[src/rtl/dmt_pkg.sv]
package dmt_pkg;
  localparam int unsigned OFS_CFG    = 'h00;
  localparam int unsigned OFS_MODE_A = 'h04;
  localparam int unsigned OFS_MODE_B = 'h08;
  localparam int unsigned OFS_CTRL   = 'h0C;
  localparam int unsigned OFS_MASK   = 'h18;
  localparam int unsigned OFS_RAW    = 'h1C;
  localparam int unsigned OFS_MSTAT  = 'h20;
  localparam int unsigned OFS_CLEAR  = 'h24;
  localparam int unsigned OFS_IVL_LO = 'h28;
  localparam int unsigned OFS_IVL_HI = 'h2C;
  localparam int unsigned OFS_LIM_LO = 'h30;
  localparam int unsigned OFS_LIM_HI = 'h34;
  localparam int unsigned OFS_VALUE  = 'h48;

  localparam int unsigned CFG_W  = 3;
  localparam int unsigned MODE_W = 4;
  localparam int unsigned CTRL_W = 16;
  localparam int unsigned STAT_W = 8;

  localparam logic [STAT_W-1:0] MASK_KEEP = 8'h77;

  localparam int unsigned CTRL_EN_BIT   = 0;
  localparam int unsigned CTRL_TRIG_BIT = 5;
  localparam int unsigned STAT_TO_BIT   = 0;
  localparam int unsigned STAT_WRAP_BIT = 3;

  typedef enum logic [CFG_W-1:0] {
    CFG_COUNTDOWN = 3'd0,
    CFG_SECONDS   = 3'd1
  } cfg_style_e;
endpackage

[src/rtl/dmt_secdiv.sv]
module dmt_secdiv #(
  parameter int unsigned TICK_CYCLES = 50_000_000
) (
  input  logic clk,
  input  logic rst_n,
  input  logic run,
  input  logic restart,
  output logic strobe
);
  localparam int unsigned DIV_W = (TICK_CYCLES > 1) ? $clog2(TICK_CYCLES) : 1;
  localparam logic [DIV_W-1:0] LAST = DIV_W'(TICK_CYCLES - 1);

  logic [DIV_W-1:0] div_q, div_d;
  logic             div_en;

  assign strobe = run && !restart && (div_q == LAST);
  assign div_en = restart || run;

  always_comb begin
    div_d = div_q;
    if (restart) begin
      div_d = '0;
    end else if (run) begin
      div_d = (div_q == LAST) ? '0 : div_q + 1'b1;
    end
  end

  always_ff @(posedge clk or negedge rst_n) begin
    if (!rst_n) begin
      div_q <= '0;
    end else if (div_en) begin
      div_q <= div_d;
    end
  end
endmodule

[src/rtl/dmt_engine.sv]
module dmt_engine #(
  parameter int unsigned DATA_W = 32
) (
  input  logic              clk,
  input  logic              rst_n,
  input  logic              en,
  input  logic              start,
  input  logic              style_cd,
  input  logic              style_sec,
  input  logic              trig_en,
  input  logic [DATA_W-1:0] interval,
  input  logic [DATA_W-1:0] limit,
  input  logic              sec_strobe,
  output logic              expire,
  output logic              trig,
  output logic              wrap_zero,
  output logic [DATA_W-1:0] sec_count
);
  logic [DATA_W-1:0] cnt_q, cnt_d;
  logic [DATA_W-1:0] sec_q, sec_d, sec_inc;
  logic              trig_q, trig_d;
  logic              cnt_en, sec_step;

  assign expire   = en && style_cd && (cnt_q == '0);
  assign sec_step = en && style_sec && sec_strobe;
  assign sec_inc  = sec_q + 1'b1;
  assign cnt_en   = start || (en && style_cd);

  always_comb begin
    cnt_d = cnt_q;
    if (start || expire) begin
      cnt_d = interval;
    end else if (en && style_cd) begin
      cnt_d = cnt_q - 1'b1;
    end
  end

  always_comb begin
    sec_d = (sec_inc > limit) ? '0 : sec_inc;
  end

  assign trig_d    = expire && trig_en;
  assign wrap_zero = sec_step && (sec_d == '0);

  always_ff @(posedge clk or negedge rst_n) begin
    if (!rst_n) begin
      cnt_q <= '0;
    end else if (cnt_en) begin
      cnt_q <= cnt_d;
    end
  end

  always_ff @(posedge clk or negedge rst_n) begin
    if (!rst_n) begin
      sec_q <= '0;
    end else if (sec_step) begin
      sec_q <= sec_d;
    end
  end

  always_ff @(posedge clk or negedge rst_n) begin
    if (!rst_n) begin
      trig_q <= 1'b0;
    end else begin
      trig_q <= trig_d;
    end
  end

  assign trig      = trig_q;
  assign sec_count = sec_q;
endmodule

[src/rtl/dmt_regs.sv]
module dmt_regs
  import dmt_pkg::*;
#(
  parameter int unsigned ADDR_W = 8,
  parameter int unsigned DATA_W = 32
) (
  input  logic              clk,
  input  logic              rst_n,
  input  logic              bus_valid,
  input  logic              bus_write,
  input  logic [ADDR_W-1:0] bus_addr,
  input  logic [DATA_W-1:0] bus_wdata,
  output logic [DATA_W-1:0] bus_rdata,
  input  logic              expire,
  input  logic              wrap_zero,
  input  logic [DATA_W-1:0] sec_count,
  output logic              en,
  output logic              start,
  output logic              style_cd,
  output logic              style_sec,
  output logic              trig_en,
  output logic              oneshot,
  output logic [DATA_W-1:0] interval,
  output logic [DATA_W-1:0] limit,
  output logic [STAT_W-1:0] raw_stat,
  output logic [STAT_W-1:0] mask_stat,
  output logic              irq
);
  localparam int unsigned HALF_W = DATA_W / 2;

  logic [CFG_W-1:0]  cfg_q, cfg_d;
  logic [MODE_W-1:0] mode_a_q, mode_a_d, mode_b_q, mode_b_d;
  logic [CTRL_W-1:0] ctrl_q, ctrl_d;
  logic [STAT_W-1:0] mask_q, mask_d, raw_q, raw_d;
  logic [HALF_W-1:0] ivl_lo_q, ivl_lo_d, ivl_hi_q, ivl_hi_d;
  logic [HALF_W-1:0] lim_lo_q, lim_lo_d, lim_hi_q, lim_hi_d;
  logic [DATA_W-1:0] rdata_q, rd_mux;
  logic              wr, rd, ctrl_wr, wide_cfg;
  logic [STAT_W-1:0] clr_bits, set_bits, masked;

  assign wr       = bus_valid && bus_write;
  assign rd       = bus_valid && !bus_write;
  assign ctrl_wr  = wr && (bus_addr == ADDR_W'(OFS_CTRL));
  assign wide_cfg = (cfg_q < CFG_W'(4));
  assign masked   = raw_q & mask_q;

  assign clr_bits = (wr && (bus_addr == ADDR_W'(OFS_CLEAR))) ? bus_wdata[STAT_W-1:0] : '0;

  always_comb begin
    set_bits = '0;
    set_bits[STAT_TO_BIT]   = expire;
    set_bits[STAT_WRAP_BIT] = wrap_zero;
  end

  // Next state of the writable registers
  always_comb begin
    cfg_d    = cfg_q;
    mode_a_d = mode_a_q;
    mode_b_d = mode_b_q;
    ctrl_d   = ctrl_q;
    mask_d   = mask_q;
    ivl_lo_d = ivl_lo_q;
    ivl_hi_d = ivl_hi_q;
    lim_lo_d = lim_lo_q;
    lim_hi_d = lim_hi_q;
    if (expire && mode_a_q[0] && !ctrl_wr) begin
      ctrl_d[CTRL_EN_BIT] = 1'b0;
    end
    if (wr) begin
      case (bus_addr)
        ADDR_W'(OFS_CFG):    cfg_d    = bus_wdata[CFG_W-1:0];
        ADDR_W'(OFS_MODE_A): mode_a_d = bus_wdata[MODE_W-1:0];
        ADDR_W'(OFS_MODE_B): mode_b_d = bus_wdata[MODE_W-1:0];
        ADDR_W'(OFS_CTRL):   ctrl_d   = bus_wdata[CTRL_W-1:0];
        ADDR_W'(OFS_MASK):   mask_d   = bus_wdata[STAT_W-1:0] & MASK_KEEP;
        ADDR_W'(OFS_IVL_LO): begin
          ivl_lo_d = bus_wdata[HALF_W-1:0];
          if (wide_cfg) ivl_hi_d = bus_wdata[DATA_W-1:HALF_W];
        end
        ADDR_W'(OFS_IVL_HI): ivl_hi_d = bus_wdata[HALF_W-1:0];
        ADDR_W'(OFS_LIM_LO): begin
          lim_lo_d = bus_wdata[HALF_W-1:0];
          if (wide_cfg) lim_hi_d = bus_wdata[DATA_W-1:HALF_W];
        end
        ADDR_W'(OFS_LIM_HI): lim_hi_d = bus_wdata[HALF_W-1:0];
        default: ;
      endcase
    end
  end

  // Status: a set in the same cycle wins over a clear
  assign raw_d = (raw_q & ~clr_bits) | set_bits;

  always_comb begin
    rd_mux = '0;
    case (bus_addr)
      ADDR_W'(OFS_CFG):    rd_mux = DATA_W'(cfg_q);
      ADDR_W'(OFS_MODE_A): rd_mux = DATA_W'(mode_a_q);
      ADDR_W'(OFS_MODE_B): rd_mux = DATA_W'(mode_b_q);
      ADDR_W'(OFS_CTRL):   rd_mux = DATA_W'(ctrl_q);
      ADDR_W'(OFS_MASK):   rd_mux = DATA_W'(mask_q);
      ADDR_W'(OFS_RAW):    rd_mux = DATA_W'(raw_q);
      ADDR_W'(OFS_MSTAT):  rd_mux = DATA_W'(masked);
      ADDR_W'(OFS_IVL_LO): rd_mux = {wide_cfg ? ivl_hi_q : '0, ivl_lo_q};
      ADDR_W'(OFS_IVL_HI): rd_mux = DATA_W'(ivl_hi_q);
      ADDR_W'(OFS_LIM_LO): rd_mux = {wide_cfg ? lim_hi_q : '0, lim_lo_q};
      ADDR_W'(OFS_LIM_HI): rd_mux = DATA_W'(lim_hi_q);
      ADDR_W'(OFS_VALUE):  rd_mux = (cfg_q == CFG_SECONDS) ? sec_count : '0;
      default:             rd_mux = '0;
    endcase
  end

  always_ff @(posedge clk or negedge rst_n) begin
    if (!rst_n) begin
      cfg_q    <= '0;
      mode_a_q <= '0;
      mode_b_q <= '0;
      ctrl_q   <= '0;
      mask_q   <= '0;
      raw_q    <= '0;
      ivl_lo_q <= '0;
      ivl_hi_q <= '0;
      lim_lo_q <= '0;
      lim_hi_q <= '0;
    end else begin
      cfg_q    <= cfg_d;
      mode_a_q <= mode_a_d;
      mode_b_q <= mode_b_d;
      ctrl_q   <= ctrl_d;
      mask_q   <= mask_d;
      raw_q    <= raw_d;
      ivl_lo_q <= ivl_lo_d;
      ivl_hi_q <= ivl_hi_d;
      lim_lo_q <= lim_lo_d;
      lim_hi_q <= lim_hi_d;
    end
  end

  always_ff @(posedge clk or negedge rst_n) begin
    if (!rst_n) begin
      rdata_q <= '0;
    end else if (rd) begin
      rdata_q <= rd_mux;
    end
  end

  assign bus_rdata = rdata_q;
  assign en        = ctrl_q[CTRL_EN_BIT];
  assign start     = ctrl_wr && !ctrl_q[CTRL_EN_BIT] && bus_wdata[CTRL_EN_BIT];
  assign style_cd  = (cfg_q == CFG_COUNTDOWN);
  assign style_sec = (cfg_q == CFG_SECONDS);
  assign trig_en   = ctrl_q[CTRL_TRIG_BIT];
  assign oneshot   = mode_a_q[0];
  assign interval  = {ivl_hi_q, ivl_lo_q};
  assign limit     = {lim_hi_q, lim_lo_q};
  assign raw_stat  = raw_q;
  assign mask_stat = mask_q;
  assign irq       = |masked;
endmodule

[src/rtl/dual_mode_timer.sv]
module dual_mode_timer
  import dmt_pkg::*;
#(
  parameter int unsigned ADDR_W      = 8,
  parameter int unsigned DATA_W      = 32,
  parameter int unsigned TICK_CYCLES = 50_000_000
) (
  input  logic              clk,
  input  logic              rst_n,
  input  logic              bus_valid,
  input  logic              bus_write,
  input  logic [ADDR_W-1:0] bus_addr,
  input  logic [DATA_W-1:0] bus_wdata,
  output logic [DATA_W-1:0] bus_rdata,
  output logic              irq,
  output logic              adc_trig
);
  logic [1:0]        rst_sync_q;
  logic              rst_int_n;
  logic              en, start, style_cd, style_sec, trig_en, oneshot;
  logic              expire, wrap_zero, sec_strobe;
  logic [DATA_W-1:0] interval, limit, sec_count;
  logic [STAT_W-1:0] raw_stat, mask_stat;

  // Asynchronous assertion, synchronous release
  always_ff @(posedge clk or negedge rst_n) begin
    if (!rst_n) begin
      rst_sync_q <= '0;
    end else begin
      rst_sync_q <= {rst_sync_q[0], 1'b1};
    end
  end
  assign rst_int_n = rst_sync_q[1];

  dmt_regs #(.ADDR_W(ADDR_W), .DATA_W(DATA_W)) u_regs (
    .clk       (clk),
    .rst_n     (rst_int_n),
    .bus_valid (bus_valid),
    .bus_write (bus_write),
    .bus_addr  (bus_addr),
    .bus_wdata (bus_wdata),
    .bus_rdata (bus_rdata),
    .expire    (expire),
    .wrap_zero (wrap_zero),
    .sec_count (sec_count),
    .en        (en),
    .start     (start),
    .style_cd  (style_cd),
    .style_sec (style_sec),
    .trig_en   (trig_en),
    .oneshot   (oneshot),
    .interval  (interval),
    .limit     (limit),
    .raw_stat  (raw_stat),
    .mask_stat (mask_stat),
    .irq       (irq)
  );

  dmt_secdiv #(.TICK_CYCLES(TICK_CYCLES)) u_div (
    .clk     (clk),
    .rst_n   (rst_int_n),
    .run     (en && style_sec),
    .restart (start),
    .strobe  (sec_strobe)
  );

  dmt_engine #(.DATA_W(DATA_W)) u_eng (
    .clk        (clk),
    .rst_n      (rst_int_n),
    .en         (en),
    .start      (start),
    .style_cd   (style_cd),
    .style_sec  (style_sec),
    .trig_en    (trig_en),
    .interval   (interval),
    .limit      (limit),
    .sec_strobe (sec_strobe),
    .expire     (expire),
    .trig       (adc_trig),
    .wrap_zero  (wrap_zero),
    .sec_count  (sec_count)
  );
endmodule

[config.mk]
export PLATFORM = sky130hd
export DESIGN_NAME = dual_mode_timer
export DESIGN_NICKNAME = d
export VERILOG_FILES = /design/src/rtl/dmt_pkg.sv /design/src/rtl/dmt_secdiv.sv /design/src/rtl/dmt_engine.sv /design/src/rtl/dmt_regs.sv /design/src/rtl/dual_mode_timer.sv
export SDC_FILE = /design/constraint.sdc
export NUM_CORES = 1
export LEC_CHECK = 0
export CORE_UTILIZATION = 30
export CTS_CLUSTER_DIAMETER = 150
export DETAILED_ROUTE_END_ITERATION = 7
export PLACE_DENSITY = 0.5
export SETUP_SLACK_MARGIN = 0.4
export SYNTH_ARGS = -nofsm -noshare
export SYNTH_HDL_FRONTEND = slang
export SYNTH_SLANG_ARGS = --single-unit
[constraint.sdc]
create_clock -name clk -period 7.3 [get_ports clk]
set_input_delay 0.73 -clock clk [delete_from_list [all_inputs] [get_ports clk]]
set_output_delay 0.73 -clock clk [all_outputs]
set_load 0.02 [all_outputs]
==> summary.txt <==
Run status
  • Status: finished, final reports clean

Clocking
  • Clock root cell: clkbuf_16
  • Hold-fix buffers, CTS: 0
  • Clock sink count: 230
  • CTS buffer count: 28
  • CTS tree: yes
  • Clock buffer depth: 3
  • Setup repair bufs after CTS: 0
  • PostCTS Resize Cnt: 0
  • Clk slew on worst S/H paths: 0.06 ns
  • Clk_lat worst skew: 0.56 ns
  • H-tree levels: 1

Routing
  • Max Used Layer: met4
  • Met1 wire length: 21.09 mm
  • DRT Pass-1 Iters: 8
  • Average routed wire per standard cell: 21.79 um
  • DRC viols: 0
  • Initial DRC count: 1128
  • Met2 routed wirelength: 20.06 mm
  • Routed length on met3: 2.559 mm
  • Vias: 11440
  • Final wirelength: 44.98 mm
  • Antenna-violating nets left: 0
  • Vias/cell: 5.544

Layout
  • Cell Count, Final, Fillers Out: 2064
  • # fillers: 4413
  • Post-layout util: 35.85%
  • Most frequent cells in the layout: dfrtp_1 (229), nand2_1 (162), o21ai_0 (148), nor2_1 (86), clkdlybuf4s50_1 (77)
  • # nets final: 1537
  • ANT cells: 0
  • Final instance area: 0.01544 mm2
  • Share of layout cells above drive strength 1: 10.48%
  • Syn-to-layout area delta: 17.98%
  • Commonest non-fill, non-tap cell in the layout: dfrtp_1

Synthesis
  • Adder-Cell Fraction of Synth Area: 3.345%
  • Sequential area share after synthesis: 43.96%
  • Post-Synthesis Cell Area: 0.01309 mm2
  • Multiplexer area fraction after synthesis: 7.684%
  • Yosys reg bits: 230
  • Number of synthesized flops with an enable pin: 0
  • Post-synthesis cell type count: 73
  • Post-Syn Nets: 1501
  • Synthesis Warnings: 0
  • Simple-gate area share of the yosys netlist: 18.04%
  • Mapped Cells: 1422
  • Main combinational cell family by area after synthesis: compound AO/OA/AOI/OAI gates
  • Synth Area in Compound Gates: 19.84%
  • Synth Area in XOR/XNOR: 2.609%
  • Post-synth top flop: dfrtp_1
  • Post-synth ARST share: 100.0%
  • Syn_area_per_cell: 9.206 um2

Worst setup path
  • CP required: 7.79 ns
  • Worst setup SP type: register
  • Critical path's top delay family: simple AND/OR/NAND/NOR gates
  • Arr. time, crit path: 5.73 ns
  • Setup CP Type: reg -> reg
  • Worst-path fanout max: 13
  • CP Buf/Inv Count: 1
  • Crit-path cells: nand4_2 -> nor4_1 -> nand2_1 -> nor2_1 -> nand4_1 -> xor2_1 -> inv_1 -> ha_1 -> nand4_1 -> nor4_1 -> nand3_1 -> a22oi_1 -> o21ai_2 -> nor2_1 -> mux2_2
  • Max incr delay on CP: 0.86 ns
  • Slowest CP cell: nor2_1
  • CP endpoint kind: register

Timing
  • Setup Viol. Count Final: 0
  • Max Fclk: 191.0 MHz
  • Clock skew: 0.01307 ns
  • Slew of the pin with the lowest slew margin: 1.130 ns
  • Final Hold Viols: 0
  • Tcrit/Tclk final: 71.73%
  • Hold slack final: 0.3362 ns
  • Slew headroom: 24.37%
  • Final worst setup slack: 2.064 ns
  • Setup TNS: 0 ns
  • Final min period: 5.236 ns
  • RSZ-0062 raised after global routing: false
  • Pins Over Slew Limit: 0

Die
  • Die area: 0.04448 mm2
  • Io pins: 78
  • Die height: 210.9 um
  • Die W: 210.9 um
  • FP Rows: 76
  • Initial Utilization: 30.39%
  • CORE AREA: 0.04308 mm2

Power and ir drop
  • Total Power: 3.029 mW
  • Pwr/cell area: 196.1 mW/mm2
  • Leakage: 6.484 nW
  • Worst IR Drop VDD: 0.1580 mV

Worst hold path
  • Hold crit path type: in -> async

Place
  • Routability congestion estimate: 0.8708
  • Port bufs: 77
  • HPWL after DPL: 32.11 mm
  • Place WS: 2.130 ns
  • Placed Area: 0.01447 mm2
  • Placed Instances: 2013

Global routing
  • GRT overflow: 0
  • First-pass GRT wire length: 70.43 mm
  • Antenna violations before repair: 0
  • Largest net degree at the start of global routing: 132
  • Vias in the first global route: 11280
  • Tot GR Track Use: 20.53%

Job
  • Max-capacitance violation count: 0
logic make-up after synthesis:
kind of cell               Yosys count
xor gates and xnor gates            39
buffers and inverters              149
DFF                                230
AOI/OAI and AO/OA                  402
other                                1
muxes                               93
adders and majority gates           35
and+or+nand+nor                    473
layout make-up:
class                   count  area, um2  share of cell area, %
repair buffers             98      940.9                  6.092
flip-flops and latches    230       5759                  37.29
clock buffers              40      847.1                  5.484
inverters                  57      214.0                  1.385
clock inverters            11      132.6                 0.8587
multi-input cells        1043       6819                  44.15
well taps                 585      732.0                  4.739
flip-flops by register name, summed over array words and instances, names as in the netlist:
signal,flops
u_eng.trig,1
u_regs.mask_stat,6
u_regs.ctrl_q,16
u_regs.ivl_lo_q,16
u_regs.bus_rdata,32
u_regs.mode_b_q,4
rst_sync_q,2
u_regs.lim_hi_q,16
u_regs.lim_lo_q,16
u_regs.raw_stat,8
u_eng.cnt_q,32
u_regs.cfg_q,3
u_div.div_q,26
u_regs.mode_a_q,4
u_regs.ivl_hi_q,16
u_eng.sec_count,32
layer usage:
metal / up-vias / global-route usage [%]
li1: 5327 / -
met1: 5676 / 29.42
met2: 364 / 32.25
met3: 75 / 2.914
met4: 0 / 5.497
met5: - / 0
worst reg2reg max path, cell delays in order (launching register included):
cell and delay [ns]:
dfrtp_1 0.52, nand4_2 0.26, nor4_1 0.83, nand2_1 0.33
nor2_1 0.21, nand4_1 0.13, xor2_1 0.19, inv_1 0.06
ha_1 0.29, nand4_1 0.18, nor4_1 0.50, nand3_1 0.16
a22oi_1 0.24, o21ai_2 0.08, nor2_1 0.86, mux2_2 0.31
synthesized netlist by cell type (23+ instances only):
cell,instances,area [um2]
nor2_1,89,334.1
mux2i_1,33,330.3
a222oi_1,41,410.4
nand4_1,43,269.0
o21ai_0,150,750.7
xnor2_1,23,201.4
mux2_2,60,675.7
a21o_1,24,180.2
inv_1,57,214.0
nand3_1,52,260.3
a22oi_1,25,187.7
dfrtp_1,230,5756
nand2_1,162,608.1
a21oi_1,75,375.4
clkbuf_1,66,247.7
nor3_1,32,160.2
ha_1,35,437.9
worst paths after layout:
path                       slack [ns]                              end  cells after the start                            start
max                              2.06   u_eng.sec_count[0]$_DFFE_PN0P_                     15  u_eng.sec_count[10]$_DFFE_PN0P_
min                              0.34          rst_sync_q[0]$_DFF_PN0_                      1                            rst_n
max reg2reg                      2.06   u_eng.sec_count[0]$_DFFE_PN0P_                     15  u_eng.sec_count[10]$_DFFE_PN0P_
min reg2reg                      0.35          rst_sync_q[1]$_DFF_PN0_                      0          rst_sync_q[0]$_DFF_PN0_
max in group asynchronous        5.74  u_eng.sec_count[23]$_DFFE_PN0P_                      1          rst_sync_q[1]$_DFF_PN0_
min in group clk                 0.35          rst_sync_q[1]$_DFF_PN0_                      0          rst_sync_q[0]$_DFF_PN0_
where the power goes:
group | leakage, nW | switching, mW | internal [mW]
clock network | 0.488 | 0.579 | 0.907
logic | 2.93 | 0.121 | 0.0683
registers | 3.07 | 0.0501 | 1.30
total | 6.48 | 0.750 | 2.28
No activity file was read; power rests on OpenSTA's default activity.
